### src/rtl/vbe_pkg.sv
package vbe_pkg;

   typedef struct packed {
      logic       all_m;
      logic       cti;
      logic       vsb;
      logic       ctr_test;
      logic       vlset;
      logic       snz;
      logic       zero;
      logic       wide;
      logic       bvec;
      logic [3:0] bo;
      logic [4:0] bi;
   } vbe_cfg_t;

endpackage

### src/rtl/vbe_bit_pick.sv
module vbe_bit_pick #(
   parameter int NFIELDS = 128,
   parameter int FLD_W   = 4,
   parameter int BI_W    = 5,
   parameter int IDX_W   = 6
) (
   input  logic [NFIELDS*FLD_W-1:0] fields_i,
   input  logic [BI_W-1:0]          bi_i,
   input  logic                     bvec_i,
   input  logic [IDX_W-1:0]         elem_i,
   output logic                     bit_o
);
   localparam int FI_W  = $clog2(NFIELDS);
   localparam int SEL_W = $clog2(FLD_W);
   localparam int HI_W  = BI_W - SEL_W;
   localparam int SHIFT = FI_W - HI_W;

   generate
      if ((1 << FI_W) != NFIELDS) begin : g_bad_nf
         $error("NFIELDS must be a power of two");
      end
      if ((1 << SEL_W) != FLD_W) begin : g_bad_fw
         $error("FLD_W must be a power of two");
      end
      if (SHIFT < 1) begin : g_bad_shift
         $error("field group must leave room for an element offset");
      end
   endgenerate

   logic [FI_W-1:0]    base;
   logic [FI_W-1:0]    elem_fi;
   logic [FI_W-1:0]    fidx;
   logic [SEL_W-1:0]   bsel;
   logic [NFIELDS-1:0] col;

   assign bsel = bi_i[SEL_W-1:0];
   assign base = {bi_i[BI_W-1:SEL_W], {SHIFT{1'b0}}};

   generate
      if (IDX_W >= FI_W) begin : g_idx_trunc
         assign elem_fi = elem_i[FI_W-1:0];
      end else begin : g_idx_ext
         assign elem_fi = {{(FI_W-IDX_W){1'b0}}, elem_i};
      end
   endgenerate

   assign fidx = base + (bvec_i ? elem_fi : {FI_W{1'b0}});

   generate
      for (genvar f = 0; f < NFIELDS; f++) begin : g_col
         logic [FLD_W-1:0] nib;
         assign nib    = fields_i[f*FLD_W +: FLD_W];
         assign col[f] = nib[bsel];
      end
   endgenerate

   assign bit_o = col[fidx];

endmodule

### src/rtl/vbe_elem_eval.sv
module vbe_elem_eval (
   input  logic pred_bit_i,
   input  logic field_bit_i,
   input  logic zero_i,
   input  logic snz_i,
   input  logic bo_uncond_i,
   input  logic bo_want_i,
   input  logic bo_noctr_i,
   input  logic ctr_test_i,
   input  logic cti_i,
   output logic skip_o,
   output logic cond_o,
   output logic dec_o
);
   logic tbit;
   logic test_dec;
   logic skip_dec;

   always_comb begin
      skip_o   = !pred_bit_i && !zero_i;
      tbit     = pred_bit_i ? field_bit_i : snz_i;
      cond_o   = bo_uncond_i || (tbit == bo_want_i);
      if (ctr_test_i)
         test_dec = cond_o ^ cti_i;
      else
         test_dec = !cti_i;
      skip_dec = !ctr_test_i && cti_i;
      dec_o    = !bo_noctr_i && (skip_o ? skip_dec : test_dec);
   end

endmodule

### src/rtl/vbe_ctr_step.sv
module vbe_ctr_step #(
   parameter int CTR_W    = 64,
   parameter int NARROW_W = 32
) (
   input  logic [CTR_W-1:0] ctr_i,
   input  logic             dec_i,
   input  logic             wide_i,
   input  logic             nochk_i,
   input  logic             sense_i,
   output logic [CTR_W-1:0] ctr_o,
   output logic             ok_o
);
   localparam logic [CTR_W-1:0] CTR_ONE = 1;

   generate
      if (NARROW_W < 1 || NARROW_W >= CTR_W) begin : g_bad_w
         $error("NARROW_W must be between 1 and CTR_W-1");
      end
   endgenerate

   logic nz;

   always_comb begin
      ctr_o = dec_i ? (ctr_i - CTR_ONE) : ctr_i;
      nz    = wide_i ? (|ctr_o) : (|ctr_o[NARROW_W-1:0]);
      ok_o  = nochk_i || (nz ^ sense_i);
   end

endmodule

### src/rtl/vec_branch_eval.sv
module vec_branch_eval
   import vbe_pkg::*;
#(
   parameter int MAX_VL   = 64,
   parameter int NFIELDS  = 128,
   parameter int FLD_W    = 4,
   parameter int CTR_W    = 64,
   parameter int NARROW_W = 32,
   localparam int VL_W    = $clog2(MAX_VL + 1)
) (
   input  logic                     clk,
   input  logic                     rst_n,
   input  logic                     start_i,
   input  logic [3:0]               bo_i,
   input  logic [4:0]               bi_i,
   input  logic                     bi_vec_i,
   input  logic                     all_i,
   input  logic                     cti_i,
   input  logic                     vsb_i,
   input  logic                     ctr_test_i,
   input  logic                     vlset_i,
   input  logic                     snz_i,
   input  logic                     zero_i,
   input  logic                     wide_i,
   input  logic [VL_W-1:0]          vl_i,
   input  logic [MAX_VL-1:0]        pred_i,
   input  logic [NFIELDS*FLD_W-1:0] fields_i,
   input  logic [CTR_W-1:0]         ctr_i,
   output logic                     done_o,
   output logic                     taken_o,
   output logic [CTR_W-1:0]         ctr_o,
   output logic [VL_W-1:0]          vl_o
);
   localparam int               IDX_W   = $clog2(MAX_VL);
   localparam logic [VL_W-1:0]  VL_CAP  = VL_W'(MAX_VL);
   localparam logic [VL_W-1:0]  ONE_VL  = 1;
   localparam logic [CTR_W-1:0] CTR_ONE = 1;

   generate
      if (MAX_VL < 2) begin : g_bad_vl
         $error("MAX_VL must be at least 2");
      end
      if (FLD_W != 4) begin : g_bad_fld
         $error("condition fields are four bits wide");
      end
   endgenerate

   vbe_cfg_t          cfg_q;
   logic              busy_q;
   logic [VL_W-1:0]   idx_q;
   logic [VL_W-1:0]   vl_q;
   logic [MAX_VL-1:0] pred_q;
   logic [CTR_W-1:0]  ctr_q;
   logic              tested_q;
   logic              okacc_q;
   logic              done_q;
   logic              taken_q;
   logic [CTR_W-1:0]  ctr_res_q;
   logic [VL_W-1:0]   vl_res_q;

   logic [VL_W-1:0]   vl_eff;
   logic [IDX_W-1:0]  elem;
   logic              fbit;
   logic              skip;
   logic              cond;
   logic              dec;
   logic [CTR_W-1:0]  ctr_nx;
   logic              cok;
   logic              eok;
   logic              trunc;
   logic              last;
   logic              stop;
   logic              tested_n;
   logic              okacc_n;
   logic              take_res;
   logic [VL_W-1:0]   vl_res;

   assign vl_eff = (vl_i > VL_CAP) ? VL_CAP : vl_i;
   assign elem   = idx_q[IDX_W-1:0];

   vbe_bit_pick #(
      .NFIELDS (NFIELDS),
      .FLD_W   (FLD_W),
      .BI_W    (5),
      .IDX_W   (IDX_W)
   ) u_pick (
      .fields_i (fields_i),
      .bi_i     (cfg_q.bi),
      .bvec_i   (cfg_q.bvec),
      .elem_i   (elem),
      .bit_o    (fbit)
   );

   vbe_elem_eval u_elem (
      .pred_bit_i  (pred_q[elem]),
      .field_bit_i (fbit),
      .zero_i      (cfg_q.zero),
      .snz_i       (cfg_q.snz),
      .bo_uncond_i (cfg_q.bo[0]),
      .bo_want_i   (cfg_q.bo[1]),
      .bo_noctr_i  (cfg_q.bo[2]),
      .ctr_test_i  (cfg_q.ctr_test),
      .cti_i       (cfg_q.cti),
      .skip_o      (skip),
      .cond_o      (cond),
      .dec_o       (dec)
   );

   vbe_ctr_step #(
      .CTR_W    (CTR_W),
      .NARROW_W (NARROW_W)
   ) u_ctr (
      .ctr_i   (ctr_q),
      .dec_i   (dec),
      .wide_i  (cfg_q.wide),
      .nochk_i (cfg_q.bo[2]),
      .sense_i (cfg_q.bo[3]),
      .ctr_o   (ctr_nx),
      .ok_o    (cok)
   );

   // per-element step order: test, count update, truncation, stop, decision
   always_comb begin
      eok      = cond && cok;
      trunc    = !skip && cfg_q.vlset && (cfg_q.vsb ? eok : !eok);
      last     = (idx_q + ONE_VL) >= vl_q;
      stop     = last || (!skip && (!cfg_q.bvec || trunc ||
                                    (cfg_q.all_m ? !eok : eok)));
      tested_n = tested_q || !skip;
      okacc_n  = okacc_q && (skip || eok);
      take_res = cfg_q.all_m ? (tested_n && okacc_n) : (!skip && eok);
      vl_res   = trunc ? idx_q : vl_q;
   end

   always_ff @(posedge clk) begin
      if (!rst_n) begin
         cfg_q     <= '0;
         busy_q    <= 1'b0;
         idx_q     <= '0;
         vl_q      <= '0;
         pred_q    <= '0;
         ctr_q     <= '0;
         tested_q  <= 1'b0;
         okacc_q   <= 1'b1;
         done_q    <= 1'b0;
         taken_q   <= 1'b0;
         ctr_res_q <= '0;
         vl_res_q  <= '0;
      end else begin
         done_q <= 1'b0;
         if (!busy_q && start_i) begin
            cfg_q.all_m    <= all_i;
            cfg_q.cti      <= cti_i;
            cfg_q.vsb      <= vsb_i;
            cfg_q.ctr_test <= ctr_test_i;
            cfg_q.vlset    <= vlset_i;
            cfg_q.snz      <= snz_i;
            cfg_q.zero     <= zero_i;
            cfg_q.wide     <= wide_i;
            cfg_q.bvec     <= bi_vec_i;
            cfg_q.bo       <= bo_i;
            cfg_q.bi       <= bi_i;
            vl_q           <= vl_eff;
            pred_q         <= pred_i;
            ctr_q          <= ctr_i;
            idx_q          <= '0;
            tested_q       <= 1'b0;
            okacc_q        <= 1'b1;
            if (vl_eff == '0) begin
               done_q    <= 1'b1;
               taken_q   <= 1'b0;
               ctr_res_q <= ctr_i;
               vl_res_q  <= '0;
            end else begin
               busy_q <= 1'b1;
            end
         end else if (busy_q) begin
            ctr_q    <= ctr_nx;
            tested_q <= tested_n;
            okacc_q  <= okacc_n;
            if (stop) begin
               busy_q    <= 1'b0;
               done_q    <= 1'b1;
               taken_q   <= take_res;
               ctr_res_q <= ctr_nx;
               vl_res_q  <= vl_res;
            end else begin
               idx_q <= idx_q + ONE_VL;
            end
         end
      end
   end

   assign done_o  = done_q;
   assign taken_o = taken_q;
   assign ctr_o   = ctr_res_q;
   assign vl_o    = vl_res_q;

   AST_DONE_PULSE: assert property (@(posedge clk) disable iff (!rst_n)
      done_q && !start_i |=> !done_q);

   AST_HOLD_RESULT: assert property (@(posedge clk) disable iff (!rst_n)
      !done_q |-> $stable(taken_q) && $stable(ctr_res_q) && $stable(vl_res_q));

   AST_ELEM_ADVANCE: assert property (@(posedge clk) disable iff (!rst_n)
      busy_q && !stop |=> busy_q && (idx_q == $past(idx_q) + ONE_VL));

   AST_CTR_STEP_MAX1: assert property (@(posedge clk) disable iff (!rst_n)
      busy_q |=> (ctr_q == $past(ctr_q)) || (ctr_q == $past(ctr_q) - CTR_ONE));

   AST_EMPTY_RESULT: assert property (@(posedge clk) disable iff (!rst_n)
      start_i && !busy_q && (vl_i == '0) |=> done_q && !taken_q && (vl_res_q == '0)
                                            && (ctr_res_q == $past(ctr_i)));

   AST_VL_NO_GROW: assert property (@(posedge clk) disable iff (!rst_n)
      done_q |-> vl_res_q <= vl_q);

endmodule

### config.mk
export PLATFORM = sky130hd
export DESIGN_NAME = vec_branch_eval
export DESIGN_NICKNAME = d
export VERILOG_FILES = /design/src/rtl/vbe_pkg.sv /design/src/rtl/vbe_bit_pick.sv /design/src/rtl/vbe_elem_eval.sv /design/src/rtl/vbe_ctr_step.sv /design/src/rtl/vec_branch_eval.sv
export SDC_FILE = /design/constraint.sdc
export NUM_CORES = 1
export LEC_CHECK = 0
export BUFFER_PORTS_ARGS = -buffer_cell sky130_fd_sc_hd__buf_2
export CAP_MARGIN = 20
export CORE_AREA = 4 4 287 289
export DETAILED_ROUTE_END_ITERATION = 12
export DIE_AREA = 0 0 291 293
export PLACE_DENSITY = 0.45
export SLEW_MARGIN = 20
export SYNTH_ARGS = -nofsm -noshare
export SYNTH_HDL_FRONTEND = slang
export SYNTH_HIERARCHICAL = 1
export SYNTH_SLANG_ARGS = --single-unit
### constraint.sdc
create_clock -name clk -period 13.5 [get_ports clk]
set_clock_uncertainty 0.15 [all_clocks]
set_input_delay 3.375 -clock clk [delete_from_list [all_inputs] [get_ports clk]]
set_output_delay 3.375 -clock clk [all_outputs]
set_load 0.005 [all_outputs]
Word-level counts from Yosys, hierarchy flattened
Index checks and enable logic that the tools add are counted.
{"block": "totals", "inputBits": 668, "out_inout_bits": 73, "reg_bits": 236}
{"block": "op_classes", "eq_ne": 3, "n_reduce_logical": 35, "magnitude_cmp": 5, "n_addsub": 3, "muxes": 293, "n_bitwise": 4}
{"cell": "64-bit 2-to-1 mux", "n": 7}
{"cell": "1-bit binary-select mux with 2-bit select", "n": 128}
{"cell": "1-bit 2-to-1 mux", "n": 149}
{"cell": "64-bit OR reduction", "n": 1}
{"cell": "64-bit by 1-bit subtractor with 64-bit output, second input constant", "n": 1}
{"cell": "7-bit 2-to-1 mux", "n": 6}
{"cell": "32-bit OR reduction", "n": 1}
{"cell": "1-bit logical AND", "n": 11}
{"cell": "1-bit zero test", "n": 9}
{"cell": "7-bit by 8-bit < comparator with 1-bit output, second input constant", "n": 1}
{"cell": "7-bit by 1-bit adder with 7-bit output, second input constant", "n": 1}
{"cell": "7-bit adder", "n": 1}
{"cell": "1-bit binary-select mux with 7-bit select", "n": 1}
{"cell": "7-bit >= comparator", "n": 1}
{"cell": "7-bit > comparator, second input constant", "n": 1}
{"cell": "7-bit zero test", "n": 1}
{"cell": "1-bit logical OR", "n": 7}
{"cell": "6-bit by 7-bit < comparator with 1-bit output, second input constant", "n": 1}
{"cell": "1-bit binary-select mux with 6-bit select", "n": 1}
{"cell": "6-bit 2-to-1 mux", "n": 1}
{"cell": "2-bit nonzero test", "n": 2}
{"cell": "2-bit by 3-bit < comparator with 1-bit output, second input constant", "n": 1}
{"cell": "3-bit AND reduction", "n": 1}
{"cell": "2-bit by 1-bit != test with 1-bit output, second input constant", "n": 1}
{"cell": "6 further kinds", "n": 8}

Depth between registers and ports, before layout
{"block": "logic_depth", "depth_word": 27, "mapped_depth": 34, "ltp_nobuf": 28}

Modules after synthesis
The synthesis kept the hierarchy.
{"module": "vec_branch_eval", "area_each_um2": 10876.7, "n_inst": 1, "seq_area_each_um2": 4724.5, "cells_per_inst": 1304}
{"module": "vbe_bit_pick", "area_each_um2": 4631.9, "n_inst": 1, "seq_area_each_um2": 0.0, "cells_per_inst": 544}
{"module": "vbe_ctr_step", "area_each_um2": 1783.0, "n_inst": 1, "seq_area_each_um2": 0.0, "cells_per_inst": 260}
{"module": "vbe_elem_eval", "area_each_um2": 76.3, "n_inst": 1, "seq_area_each_um2": 0.0, "cells_per_inst": 12}

Least setup slack after synthesis
OpenSTA, ideal clock, no wires.
{"block": "synth_path", "kind": "input port to flip-flop", "start": "input port fields_i[245]", "end": "register ctr_res_q[51] (netlist: ctr_o[51])", "required_time_ns": 13.279, "slack_ns": 3.352, "t_arrival_ns": 9.927, "cell_stages": 26, "path_cell_list": "mux4_1 a22oi_1 a21oi_1 or4_1 a221oi_2 nor3_1 mux2i_1 mux2i_1 a211o_1 or4b_1 clkbuf_1 nor3_1 nand3_2 nor3_1 xor2_1 nor4_1 or4bb_1 o32ai_2 mux2i_1 a21o_1 a21oi_2 o31ai_1 buf_2 buf_1 o2111ai_1 a21oi_1"}
{"block": "synth_between", "elab_chain_len": 26, "word_cells_on_any_way": 31, "cone_classes": "1 x eq/ne; 14 x mux; 2 x bitwise; 14 x reduce/logical"}
{"item": "start, declared", "line_no": "vec_branch_eval.sv:27", "source": "input logic [NFIELDS*FLD_W-1:0] fields_i,"}
{"item": "1-bit binary-select mux with 2-bit select *", "line_no": "vbe_bit_pick.sv:53", "source": "assign col[f] = nib[bsel];"}
{"item": "1-bit 2-to-1 mux (implied by the code) *", "line_no": "vbe_bit_pick.sv:53"}
{"item": "1-bit binary-select mux with 7-bit select *", "line_no": "vbe_bit_pick.sv:57", "source": "assign bit_o = col[fidx];"}
{"item": "1-bit 2-to-1 mux (implied by the code) *", "line_no": "vbe_bit_pick.sv:57"}
{"item": "via fbit", "line_no": "vec_branch_eval.sv:63", "source": "logic fbit;"}
{"item": "1-bit 2-to-1 mux *", "line_no": "vbe_elem_eval.sv:21", "source": "tbit = pred_bit_i ? field_bit_i : snz_i;"}
{"item": "1-bit equality test *", "line_no": "vbe_elem_eval.sv:22", "source": "cond_o = bo_uncond_i || (tbit == bo_want_i);"}
{"item": "1-bit logical OR *", "line_no": "vbe_elem_eval.sv:22"}
{"item": "via cond", "line_no": "vec_branch_eval.sv:65", "source": "logic cond;"}
{"item": "[4 not listed]"}
{"item": "via dec", "line_no": "vec_branch_eval.sv:66", "source": "logic dec;"}
{"item": "[1 not listed]"}
{"item": "via ctr_nx[45]", "line_no": "vec_branch_eval.sv:67", "source": "logic [CTR_W-1:0] ctr_nx;"}
{"item": "[4 not listed]"}
{"item": "via cok", "line_no": "vec_branch_eval.sv:68", "source": "logic cok;"}
{"item": "[2 not listed]"}
{"item": "1-bit 2-to-1 mux", "line_no": "vec_branch_eval.sv:125", "source": "trunc = !skip && cfg_q.vlset && (cfg_q.vsb ? eok : !eok);"}
{"item": "1-bit logical AND", "line_no": "vec_branch_eval.sv:125"}
{"item": "1-bit logical OR", "line_no": "vec_branch_eval.sv:127", "source": "stop = last || (!skip && (!cfg_q.bvec || trunc ||"}
{"item": "1-bit logical OR *", "line_no": "vec_branch_eval.sv:127"}
{"item": "1-bit logical AND *", "line_no": "vec_branch_eval.sv:127"}
{"item": "1-bit logical OR *", "line_no": "vec_branch_eval.sv:127"}
{"item": "2-bit nonzero test (no line) *"}
{"item": "3-bit AND reduction (no line) *"}
{"item": "end signal, assigned", "line_no": "vec_branch_eval.sv:172", "source": "ctr_res_q <= ctr_i;"}
{"item": "end signal, assigned", "line_no": "vec_branch_eval.sv:185", "source": "ctr_res_q <= ctr_nx;"}
{"item": "end, declared", "line_no": "vec_branch_eval.sv:58", "source": "logic [CTR_W-1:0] ctr_res_q;"}
Mark *: on every way through the listed nets, which the timed path passes. The rest lies on a longest branch. The select of a mux whose other input is x is not followed.
A chain may end at the register's enable or synchronous reset.

Worst setup path after layout
{"block": "layout_path", "start": "input port fields_i[453]", "end": "register ctr_res_q[8] (netlist: ctr_o[8])"}
The elaborated chain is that of the path after synthesis.

==> flow_summary.json <==
{
  "cts_root_buf": "clkbuf_16",
  "worst_skew_pair.late_latency_ns": 0.57,
  "min_from": "okacc_q$_SDFFE_PP1P_",
  "worstSetupPathType": "primary input to register",
  "place_ws_ns": 0.903,
  "tritoncts": "done",
  "final.min_clock_period_ns": 11.92,
  "synth.largest_area_cell": "dfxtp_1",
  "max_stage_delay_ns": 0.63,
  "worstRegToRegCells": 27,
  "grt-ovfl-total": 0,
  "cp_max_fo": 43,
  "yosysTopAreaCellShare": 0.272,
  "synth_area_sq_um": 17400,
  "peakVddDrop_uv": 83.5,
  "clk_path_buf_depth": 3,
  "numClockSinks": 236,
  "ys.warnings.count": 6,
  "report.final.slew_viol_count": 0,
  "die_y_um": 293,
  "grt_pass1_vias": 18800,
  "max-cap-violations": 0,
  "h-tree-depth": 1,
  "synth.yosys.seq_area_share": 0.272,
  "synth_ff_type": "dfxtp_1",
  "setup_ws_ns": 1.58,
  "core_sq_um": 79900,
  "crit_start": "fields_i[453]",
  "status": "completed",
  "synthDistinctLibCells": 86,
  "io_buffers": 740,
  "dr.pass1.iters": 5,
  "synth-seq-cells": 236,
  "core.rowCount": 104,
  "setup_violations": 0,
  "synth-edff-count": 0,
  "p_leak_uw": 0.00924,
  "drc": 0,
  "hold_path.class": "register to register",
  "min_path_cells": 2,
  "cts_setup_buffers": 0,
  "numCtsBuffers": 29,
  "path_clk_slew_ns": 0.06,
  "io_pins": 741,
  "worst_slew_pin_slew_ns": 1.10,
  "syn-num-nets": 2800,
  "grt_max_degree": 102,
  "place_area_sq_um": 21900,
  "fmax_mhz": 83.9,
  "grt_usage": 0.191,
  "wl_um": 87900,
  "worstPathArrival_ns": 12.24,
  "hold_viol": 0,
  "p_per_area_nw_per_um2": 91.6,
  "rsz0062_at_grt": "no",
  "synth_most_common_cell": "a21oi_1",
  "drt_iter0_drc": 1153,
  "num_vias": 19000,
  "antenna_found_initial": 10,
  "synth.area.top_cells": "dfxtp_1 27%, mux2i_1 15%, a21oi_1 8.0%",
  "start_util": 0.217,
  "place_hpwl_um": 67900,
  "reg2reg_from": "cfg_q[0]$_SDFFE_PN0P_",
  "dieWidth_um": 291,
  "vias_per_cell": 4.97,
  "final_nets": 3409,
  "fin_crit_sh": 0.883,
  "async_reset_ff_frac": 0,
  "synthCells": 2120,
  "wl_per_cell_um": 23.0,
  "grt_pass1_wl_um": 126000,
  "worst_setup_path_start_kind": "primary input",
  "critPathRequiredTime_ns": 13.82,
  "slowest_stage": "or4b_1",
  "end_kind": "register",
  "die_area_sq_um": 85300,
  "synth_common_cells": "279 x a21oi_1, 265 x mux2i_1, 246 x nand2_1",
  "ant_nets": 0,
  "avgSynthCellArea_sq_um": 8.19,
  "syn_to_final_growth_pct": 31.0,
  "hold_buffers": 0,
  "fin_area_sq_um": 22800,
  "worst_slew_margin_rel": 0.270,
  "layout-drive-gt1-share": 0.337,
  "cts_resized": 0,
  "setup_tns_ns": 0,
  "final.fill_count": 8854,
  "place_congestion": 0.861,
  "path_common_cell": "mux2i_1"
}
-- metrics by stage --
| stage | total power [uW] | cells | util | hold WS, ns |
|---|---|---|---|---|
| global placement | 1370 | 3758 | 0.274 | 0.287 |
| floorplan | 1130 | 2120 | - | 0.272 |
| CTS | 2120 | 3807 | 0.284 | 0.300 |
| finish | 2080 | 3816 | 0.285 | 0.299 |
| global route | 2200 | 3812 | 0.285 | 0.313 |
| detailed placement | 1370 | 3758 | 0.274 | 0.290 |
-- final timing paths --
check	to	slack (ns)
setup / recovery	ctr_o[8]$_SDFFE_PN0P_	1.58
hold / removal	okacc_q$_SDFFE_PP1P_	0.30
setup reg to reg	ctr_o[8]$_SDFFE_PN0P_	2.83
hold reg to reg	okacc_q$_SDFFE_PP1P_	0.30
-- routing by layer --
metal,GRT usage,routed length (um)
met1,0.228,35300
met2,0.350,45100
met3,0.0342,4750
met4,0.0556,2750
met5,0,50
-- report_power, final --
part / internal (uW) / switching [uW] / leakage [uW]
clock network: 420 / 312 / 0.000429
registers: 738 / 46.5 / 0.00193
logic: 238 / 329 / 0.00688
total: 1400 / 687 / 0.00924
-- sequential cells by signal (all words and copies together) (netlist names) --
register  cells
taken_o       1
pred_q       64
okacc_q       1
ctr_q        64
done_o        1
cfg_q        18
idx_q         7
tested_q      1
vl_o          7
vl_q          7
ctr_o        64
busy_q        1
-- layout by cell type (no fill, tap or decap), types with 9 or more instances in the layout --
master     count
nand3b_1      14
buf_4         34
or3_1         66
nand3_1       55
nor3_1        37
dfxtp_1      230
nand4_1       27
mux4_2        45
nor4_1        31
a31oi_1       14
clkbuf_1       9
o2111ai_1     60
nor2_1       174
xnor2_1       31
a22o_1        10
clkbuf_16     29
o21ai_0       11
buf_2        739
xor2_1        36
mux2i_1      265
inv_1         18
ha_1          11
diode_2        9
a22oi_1       60
or4_1          9
nand2_1      246
o211ai_1      67
a21oi_1      278
-- kinds of logic after synthesis --
logic type	share of synthesized area
xor+xnor	0.0338
simple gates	0.202
buf+inv	0.0581
compound gates	0.205
flops	0.272
fa+ha+maj	0.00908
mux	0.220
-- worst max-delay path: cells and delay by family --
family	cells	cell delay, ns
AO/OA/AOI/OAI	10	3.46
XOR/XNOR	1	0.14
AND/OR/NAND/NOR	8	2.81
buffers and inverters	2	0.60
multiplexers	4	1.82
-- area by class of cell --
cell class              count  area [sq um]  share of cell area
clock inverters             6          37.5             0.00165
multi-input cells        1668         11700               0.516
clock buffers              43           828              0.0364
diodes                      9          22.5            0.000990
well taps                1060          1330              0.0583
inverters                  20          81.3             0.00357
repair buffers            774          3970               0.175
flip-flops and latches    236          4740               0.208
Power figures use the tool's default switching activity.
